**src/rtl/sysreg_arb_pkg.sv**
```systemverilog
package sysreg_arb_pkg;
  localparam int LVL_W = 2;
  localparam int EN_W  = 3;

  typedef enum logic [2:0] {
    VD_NONE  = 3'd0,
    VD_UNDEF = 3'd1,
    VD_TRAP2 = 3'd2,
    VD_TRAP3 = 3'd3,
    VD_VIRT  = 3'd4,
    VD_PHYS  = 3'd5
  } verdict_t;

  typedef struct packed {
    logic            has_l2;
    logic            l2_active;
    logic            has_l3;
    logic            l3_narrow;
    logic            in_monitor;
    logic            fiq_route_l3;
    logic            dbg_undef_early;
    logic            dbg_undef_late;
    logic            cp_group_trap;
    logic            trap_all_g0;
    logic            fiq_virt;
    logic [EN_W-1:0] iface_en;
  } ctl_t;
endpackage

```
**src/rtl/sysreg_enc_match.sv**
```systemverilog
module sysreg_enc_match #(
  parameter int CP_W   = 4,
  parameter int OP1_W  = 3,
  parameter int CRN_W  = 4,
  parameter int CRM_W  = 4,
  parameter int OP2_W  = 3,
  parameter int SEL_CP  = 15,
  parameter int SEL_OP1 = 0,
  parameter int SEL_CRN = 12,
  parameter int SEL_CRM = 8,
  parameter int SEL_OP2 = 3
) (
  input  logic [CP_W-1:0]  cp,
  input  logic [OP1_W-1:0] opc1,
  input  logic [CRN_W-1:0] crn,
  input  logic [CRM_W-1:0] crm,
  input  logic [OP2_W-1:0] opc2,
  output logic             hit
);
  localparam logic [CP_W-1:0]  K_CP  = CP_W'(SEL_CP);
  localparam logic [OP1_W-1:0] K_OP1 = OP1_W'(SEL_OP1);
  localparam logic [CRN_W-1:0] K_CRN = CRN_W'(SEL_CRN);
  localparam logic [CRM_W-1:0] K_CRM = CRM_W'(SEL_CRM);
  localparam logic [OP2_W-1:0] K_OP2 = OP2_W'(SEL_OP2);

  always_comb begin
    hit = (cp == K_CP) && (opc1 == K_OP1) && (crn == K_CRN) &&
          (crm == K_CRM) && (opc2 == K_OP2);
  end
endmodule

```
**src/rtl/lvl_rule_chain.sv**
```systemverilog
module lvl_rule_chain
  import sysreg_arb_pkg::*;
(
  input  logic [LVL_W-1:0] lvl,
  input  ctl_t             ctl,
  output verdict_t         verdict
);
  logic l2_on;
  logic route_any;
  logic route_l1;
  verdict_t route_tail;

  always_comb begin
    l2_on      = ctl.has_l2 & ctl.l2_active;
    route_any  = ctl.has_l3 & ctl.fiq_route_l3;
    route_l1   = route_any & ~(ctl.l3_narrow & ctl.in_monitor);
    route_tail = ctl.dbg_undef_late ? VD_UNDEF : VD_TRAP3;
  end

  always_comb begin
    verdict = VD_UNDEF;
    unique case (lvl)
      2'd0: verdict = VD_UNDEF;
      2'd1: begin
        if (route_l1 && ctl.dbg_undef_early)        verdict = VD_UNDEF;
        else if (l2_on && ctl.cp_group_trap)        verdict = VD_TRAP2;
        else if (!ctl.iface_en[0])                  verdict = VD_UNDEF;
        else if (l2_on && ctl.trap_all_g0)          verdict = VD_TRAP2;
        else if (l2_on && ctl.fiq_virt)             verdict = VD_VIRT;
        else if (route_l1)                          verdict = route_tail;
        else                                        verdict = VD_PHYS;
      end
      2'd2: begin
        if (route_any && ctl.dbg_undef_early)       verdict = VD_UNDEF;
        else if (!ctl.iface_en[1])                  verdict = VD_UNDEF;
        else if (route_any)                         verdict = route_tail;
        else                                        verdict = VD_PHYS;
      end
      default: verdict = ctl.iface_en[2] ? VD_PHYS : VD_UNDEF;
    endcase
  end
endmodule

```
**src/rtl/verdict_reg.sv**
```systemverilog
module verdict_reg
  import sysreg_arb_pkg::*;
#(
  parameter int CODE_W    = 6,
  parameter int TRAP_CODE = 3
) (
  input  logic              clk,
  input  logic              rst,
  input  verdict_t          verdict_in,
  input  logic              wr_in,
  output logic              q_undef,
  output logic              q_trap2,
  output logic              q_trap3,
  output logic              q_virt,
  output logic              q_phys,
  output logic [CODE_W-1:0] q_code,
  output logic              q_wr
);
  localparam logic [CODE_W-1:0] K_CODE = CODE_W'(TRAP_CODE);

  always_ff @(posedge clk) begin
    if (rst) begin
      q_undef <= 1'b0;
      q_trap2 <= 1'b0;
      q_trap3 <= 1'b0;
      q_virt  <= 1'b0;
      q_phys  <= 1'b0;
      q_code  <= '0;
      q_wr    <= 1'b0;
    end else begin
      q_undef <= (verdict_in == VD_UNDEF);
      q_trap2 <= (verdict_in == VD_TRAP2);
      q_trap3 <= (verdict_in == VD_TRAP3);
      q_virt  <= (verdict_in == VD_VIRT);
      q_phys  <= (verdict_in == VD_PHYS);
      q_code  <= ((verdict_in == VD_TRAP2) || (verdict_in == VD_TRAP3)) ? K_CODE : '0;
      q_wr    <= wr_in;
    end
  end
endmodule

```
**src/rtl/sysreg_access_arbiter.sv**
```systemverilog
module sysreg_access_arbiter
  import sysreg_arb_pkg::*;
#(
  parameter int CP_W      = 4,
  parameter int OP1_W     = 3,
  parameter int CRN_W     = 4,
  parameter int CRM_W     = 4,
  parameter int OP2_W     = 3,
  parameter int CODE_W    = 6,
  parameter int TRAP_CODE = 3
) (
  input  logic              clk,
  input  logic              rst,
  input  logic [CP_W-1:0]   acc_cp,
  input  logic [OP1_W-1:0]  acc_opc1,
  input  logic [CRN_W-1:0]  acc_crn,
  input  logic [CRM_W-1:0]  acc_crm,
  input  logic [OP2_W-1:0]  acc_opc2,
  input  logic              acc_wr,
  input  logic [1:0]        cur_lvl,
  input  logic              has_l2,
  input  logic              l2_active,
  input  logic              has_l3,
  input  logic              l3_narrow,
  input  logic              in_monitor,
  input  logic              fiq_route_l3,
  input  logic              dbg_undef_early,
  input  logic              dbg_undef_late,
  input  logic              cp_group_trap,
  input  logic              trap_all_g0,
  input  logic              fiq_virt,
  input  logic [2:0]        iface_en,
  output logic              res_undef,
  output logic              res_trap_l2,
  output logic              res_trap_l3,
  output logic              res_virt,
  output logic              res_phys,
  output logic [CODE_W-1:0] res_code,
  output logic              res_wr
);
  logic     hit;
  ctl_t     ctl;
  verdict_t rule_v;
  verdict_t final_v;

  sysreg_enc_match #(
    .CP_W(CP_W), .OP1_W(OP1_W), .CRN_W(CRN_W), .CRM_W(CRM_W), .OP2_W(OP2_W)
  ) u_match (
    .cp(acc_cp), .opc1(acc_opc1), .crn(acc_crn), .crm(acc_crm), .opc2(acc_opc2),
    .hit(hit)
  );

  always_comb begin
    ctl = '{has_l2: has_l2, l2_active: l2_active, has_l3: has_l3,
            l3_narrow: l3_narrow, in_monitor: in_monitor,
            fiq_route_l3: fiq_route_l3, dbg_undef_early: dbg_undef_early,
            dbg_undef_late: dbg_undef_late, cp_group_trap: cp_group_trap,
            trap_all_g0: trap_all_g0, fiq_virt: fiq_virt, iface_en: iface_en};
  end

  lvl_rule_chain u_chain (
    .lvl(cur_lvl), .ctl(ctl), .verdict(rule_v)
  );

  always_comb final_v = hit ? rule_v : VD_NONE;

  verdict_reg #(.CODE_W(CODE_W), .TRAP_CODE(TRAP_CODE)) u_reg (
    .clk(clk), .rst(rst), .verdict_in(final_v), .wr_in(acc_wr),
    .q_undef(res_undef), .q_trap2(res_trap_l2), .q_trap3(res_trap_l3),
    .q_virt(res_virt), .q_phys(res_phys), .q_code(res_code), .q_wr(res_wr)
  );

  // One cycle after any non-reset edge the output register holds a decision.
  logic warm;
  always_ff @(posedge clk) begin
    if (rst) warm <= 1'b0;
    else     warm <= 1'b1;
  end

  logic [4:0] outs;
  always_comb outs = {res_undef, res_trap_l2, res_trap_l3, res_virt, res_phys};

  AST_AT_MOST_ONE: assert property (@(posedge clk) disable iff (rst || !warm)
    $onehot0(outs));
  AST_HIT_GIVES_ONE: assert property (@(posedge clk) disable iff (rst || !warm)
    $past(hit) |-> ($countones(outs) == 1));
  AST_MISS_SILENT: assert property (@(posedge clk) disable iff (rst || !warm)
    !$past(hit) |-> (outs == 5'b0));
  AST_USER_UNDEF: assert property (@(posedge clk) disable iff (rst || !warm)
    ($past(hit) && ($past(cur_lvl) == 2'd0)) |-> res_undef);
  AST_TOP_ENABLED: assert property (@(posedge clk) disable iff (rst || !warm)
    ($past(hit) && ($past(cur_lvl) == 2'd3) && $past(iface_en[2])) |-> res_phys);
  AST_TRAP_CODE: assert property (@(posedge clk) disable iff (rst || !warm)
    (res_trap_l2 || res_trap_l3) |-> (res_code == CODE_W'(TRAP_CODE)));
  AST_NO_TRAP_NO_CODE: assert property (@(posedge clk) disable iff (rst || !warm)
    !(res_trap_l2 || res_trap_l3) |-> (res_code == '0));
  AST_DIR_FOLLOWS: assert property (@(posedge clk) disable iff (rst || !warm)
    res_wr == $past(acc_wr));
  AST_VIRT_NEEDS_L2: assert property (@(posedge clk) disable iff (rst || !warm)
    res_virt |-> $past(has_l2 && l2_active));
  AST_RESET_CLEARS: assert property (@(posedge clk)
    $past(rst) && warm == 1'b0 && $past(warm) == 1'b0 |-> (outs == 5'b0 && res_wr == 1'b0));
endmodule

```
**config.mk**
```make
export PLATFORM = sky130hd
export DESIGN_NAME = sysreg_access_arbiter
export DESIGN_NICKNAME = d
export VERILOG_FILES = /design/src/rtl/sysreg_arb_pkg.sv /design/src/rtl/sysreg_enc_match.sv /design/src/rtl/lvl_rule_chain.sv /design/src/rtl/verdict_reg.sv /design/src/rtl/sysreg_access_arbiter.sv
export SDC_FILE = /design/constraint.sdc
export NUM_CORES = 1
export LEC_CHECK = 0
export CAP_MARGIN = 20
export CORE_MARGIN = 5
export CORE_UTILIZATION = 29
export CTS_CLUSTER_SIZE = 30
export DETAILED_ROUTE_END_ITERATION = 7
export PLACE_DENSITY = 0.8
export REMOVE_ABC_BUFFERS = 1
export SYNTH_ARGS = -nofsm -noshare
export SYNTH_HDL_FRONTEND = slang
export SYNTH_SLANG_ARGS = --single-unit
```
**constraint.sdc**
```tcl
create_clock -name clk -period 2.2 [get_ports clk]
set_input_delay 0.44 -clock clk [delete_from_list [all_inputs] [get_ports clk]]
set_output_delay 0.44 -clock clk [all_outputs]
set_load 0.02 [all_outputs]
```
==> flow_metrics.py <==
metrics = {
    "floorplanning": {
        "start_util": 0.304,
        "io-pin-count": 49,
        "placementRows": 15,
        "core_mm2": 0.00173,
        "dieHeight_um": 52.6,
        "die-area_mm2": 0.00276,
        "die_w_um": 52.6,
    },
    "power": {
        "pwr-share-comb": 0.317,
        "p_leak_uw": 0.000383,
        "switching_share": 0.223,
        "switchingPower_uw": 77.7,
        "vdd_ir_drop_max_v": 0.000181,
        "pwr-share-clk": 0.314,
        "seqPwrFrac": 0.369,
        "powerDensity_mw_per_mm2": 349,
        "p_total_uw": 348,
        "power.internal_uw": 270,
    },
    "synthesis": {
        "ys_seq_area_frac": 0.267,
        "synth_area_leader_cell": "dfxtp_1",
        "synth-edff-count": 0,
        "yosysWarnings": 0,
        "yosys.area.top_type_share": 0.267,
        "yosysUniqueCellTypes": 33,
        "synth_area_leaders": "dfxtp_1 27%, buf_4 7.1%, o311ai_2 6.2%",
        "syn-cell-area_um2": 526,
        "ys_ff_latch": 7,
        "synthArstFlopShare": 0,
        "netlist_instances": 55,
        "synth_ff_type": "dfxtp_1",
        "avgSynthCellArea_um2": 9.55,
    },
    "placed_design": {
        "dp_cells": 122,
        "place_hpwl_mm": 1.26,
        "place_congestion": 0.743,
        "port-buffer-count": 44,
        "place_area_um2": 971,
    },
    "global_routing": {
        "grt_max_degree": 6,
        "grt_pass1_vias": 544,
        "grt_util_all_layers": 0.103,
        "grt_overflow_total": 0,
        "antenna_found_initial": 0,
        "grt_pass1_wl_mm": 2.14,
    },
    "clock_network": {
        "clockBufferDepth": 2,
        "cts_setup_buffers": 0,
        "cts_hold_buf": 0,
        "htreeDepth": 1,
        "numCtsBuffers": 3,
        "cts_tree": "done",
        "clockRootBuffer": "clkbuf_4",
        "cts_resized": 0,
        "cts.sinks": 7,
        "clk_pin_slew_ns": 0.05,
    },
    "run": {
        "cap_violations": 0,
    },
    "sta": {
        "fmax_mhz": 512,
        "finalMaxSlewViolations": 0,
        "rsz0062_at_grt": "false",
        "setup_violations": 0,
        "fin_crit_sh": 0.887,
        "fin_crit_ns": 1.95,
        "setup-tns-final_ns": 0,
        "hold_violations": 0,
    },
    "routing": {
        "post-route-drc-count": 0,
        "wl_per_cell_um": 10.7,
        "vias": 571,
        "wirelength_mm": 1.35,
        "drtIter0Drc": 10,
        "ant_nets": 0,
        "drt_first_pass_iters": 3,
        "vias_per_cell": 4.53,
    },
    "setup_path": {
        "path_cells": "clkdlybuf4s50_1 > or4b_4 > nor4_4 > o2111ai_1 > a211oi_2",
        "critPathArrivalTime_ns": 2.12,
        "cp.required_ns": 2.36,
        "crit_path_top_delay_cell": "or4b_4",
        "worstSetupPathType": "input pin to flip-flop",
        "worstSetupStartpointType": "input pin",
        "slowest_delay_ns": 0.55,
        "cp_max_fo": 3,
        "cp-end-kind": "flip-flop",
    },
    "finish": {
        "design_area_um2": 997,
        "antenna_cells": 0,
        "fin_util": 0.578,
        "area_growth_syn_to_layout_pct": 89.8,
        "layout-drive-gt1-share": 0.139,
        "num-nets-final": 139,
        "instances_no_fill": 126,
    },
    "outcome": {
        "status": "completed",
    },
    "hold_path": {
        "hp-class": "input pin to flip-flop",
    },
}
==> worst paths after layout <==
check	startpoint	depth (start not counted)	endpoint	slack, ns
worst min-delay path	acc_wr	2	u_reg.q_wr$_SDFF_PP0_	0.75
worst max-delay path	acc_opc1[1]	5	u_reg.q_trap3$_SDFF_PP0_	0.25
==> worst max-delay path: cells and delay by family <==
kind                   cells  cell delay (ns)
and+or+nand+nor            2             0.86
buffers and inverters      1             0.41
AOI/OAI and AO/OA          2             0.40
==> layer usage <==
metal  track usage  wire length (um)  up-vias
met5             0                 0        -
met4        0.0511                16        0
met3        0.0256                89        2
met2         0.176               744       24
met1         0.116               496      254
li1              -                 -      291
==> Yosys cell counts (2+ instances only) <==
| cell | number |
|---|---|
| nand2_1 | 3 |
| nor2b_1 | 2 |
| a21oi_1 | 2 |
| o2111ai_1 | 2 |
| inv_1 | 2 |
| o21bai_1 | 2 |
| and3b_1 | 2 |
| nor2_1 | 4 |
| dfxtp_1 | 7 |
| o311ai_2 | 2 |
| buf_4 | 5 |
==> through the flow <==
step | setup WS [ns] | hold WS (ns)
2_1_floorplan | 0.507 | 0.512
3_3_place_gp | 0.0407 | 0.991
3_5_place_dp | 0.00417 | 1.01
4_1_cts | 0.253 | 0.746
5_1_grt | 0.168 | 0.746
6_report | 0.248 | 0.750
==> placed cells by master, fill, tap and decap left out <==
cell type        instances
clkdlybuf4s50_1         44
dfxtp_1                  7
nor2_1                   4
conb_1                   4
nand2_1                  3
clkbuf_4                 3
a21oi_1                  2
inv_1                    2
o311ai_2                 2
o21bai_1                 2
nor2b_1                  2
and3b_1                  2
o2111ai_1                2
nand2_2                  1
nand3b_1                 1
or4_4                    1
and2_4                   1
nand2b_1                 1
and3_1                   1
nor4_1                   1
o21a_1                   1
a22oi_1                  1
nand4b_4                 1
or4b_4                   1
or4bb_1                  1
or4b_1                   1
nor4_4                   1
and4b_1                  1
o211ai_1                 1
a211oi_2                 1
o21a_2                   1
nor3b_1                  1
or2_2                    1
nor3_1                   1
clkbuf_1                 1
==> cells by family after synthesis <==
kind of cell,Yosys count,synth area share
AOI/OAI and AO/OA,13,0.226
buffers and inverters,7,0.0857
DFF,7,0.267
other,1,0.00714
and+or+nand+nor,27,0.414
==> flip-flops by register name, summed over array words and instances (netlist names) <==
name,count
u_reg.q_code,1
u_reg.q_phys,1
u_reg.q_trap2,1
u_reg.q_trap3,1
u_reg.q_undef,1
u_reg.q_virt,1
u_reg.q_wr,1
==> area by class of cell <==
| cell class | count | area [um^2] |
|---|---|---|
| clock buffer | 4 | 26.3 |
| fill | 177 | 729 |
| inverter | 2 | 7.51 |
| multi-input combinational | 44 | 352 |
| sequential | 7 | 140 |
| tap | 25 | 31.3 |
| timing repair buffer | 44 | 440 |
==> power by group through the flow <==
stage               Combinational, uW  Sequential [uW]  Clock (uW)
floorplan                        33.9              132           0
global placement                  109              131           0
detailed placement                111              131           0
CTS                               111              128         114
global route                      118              128         127
finish                            110              128         109
Power figures use the tool's default switching activity.
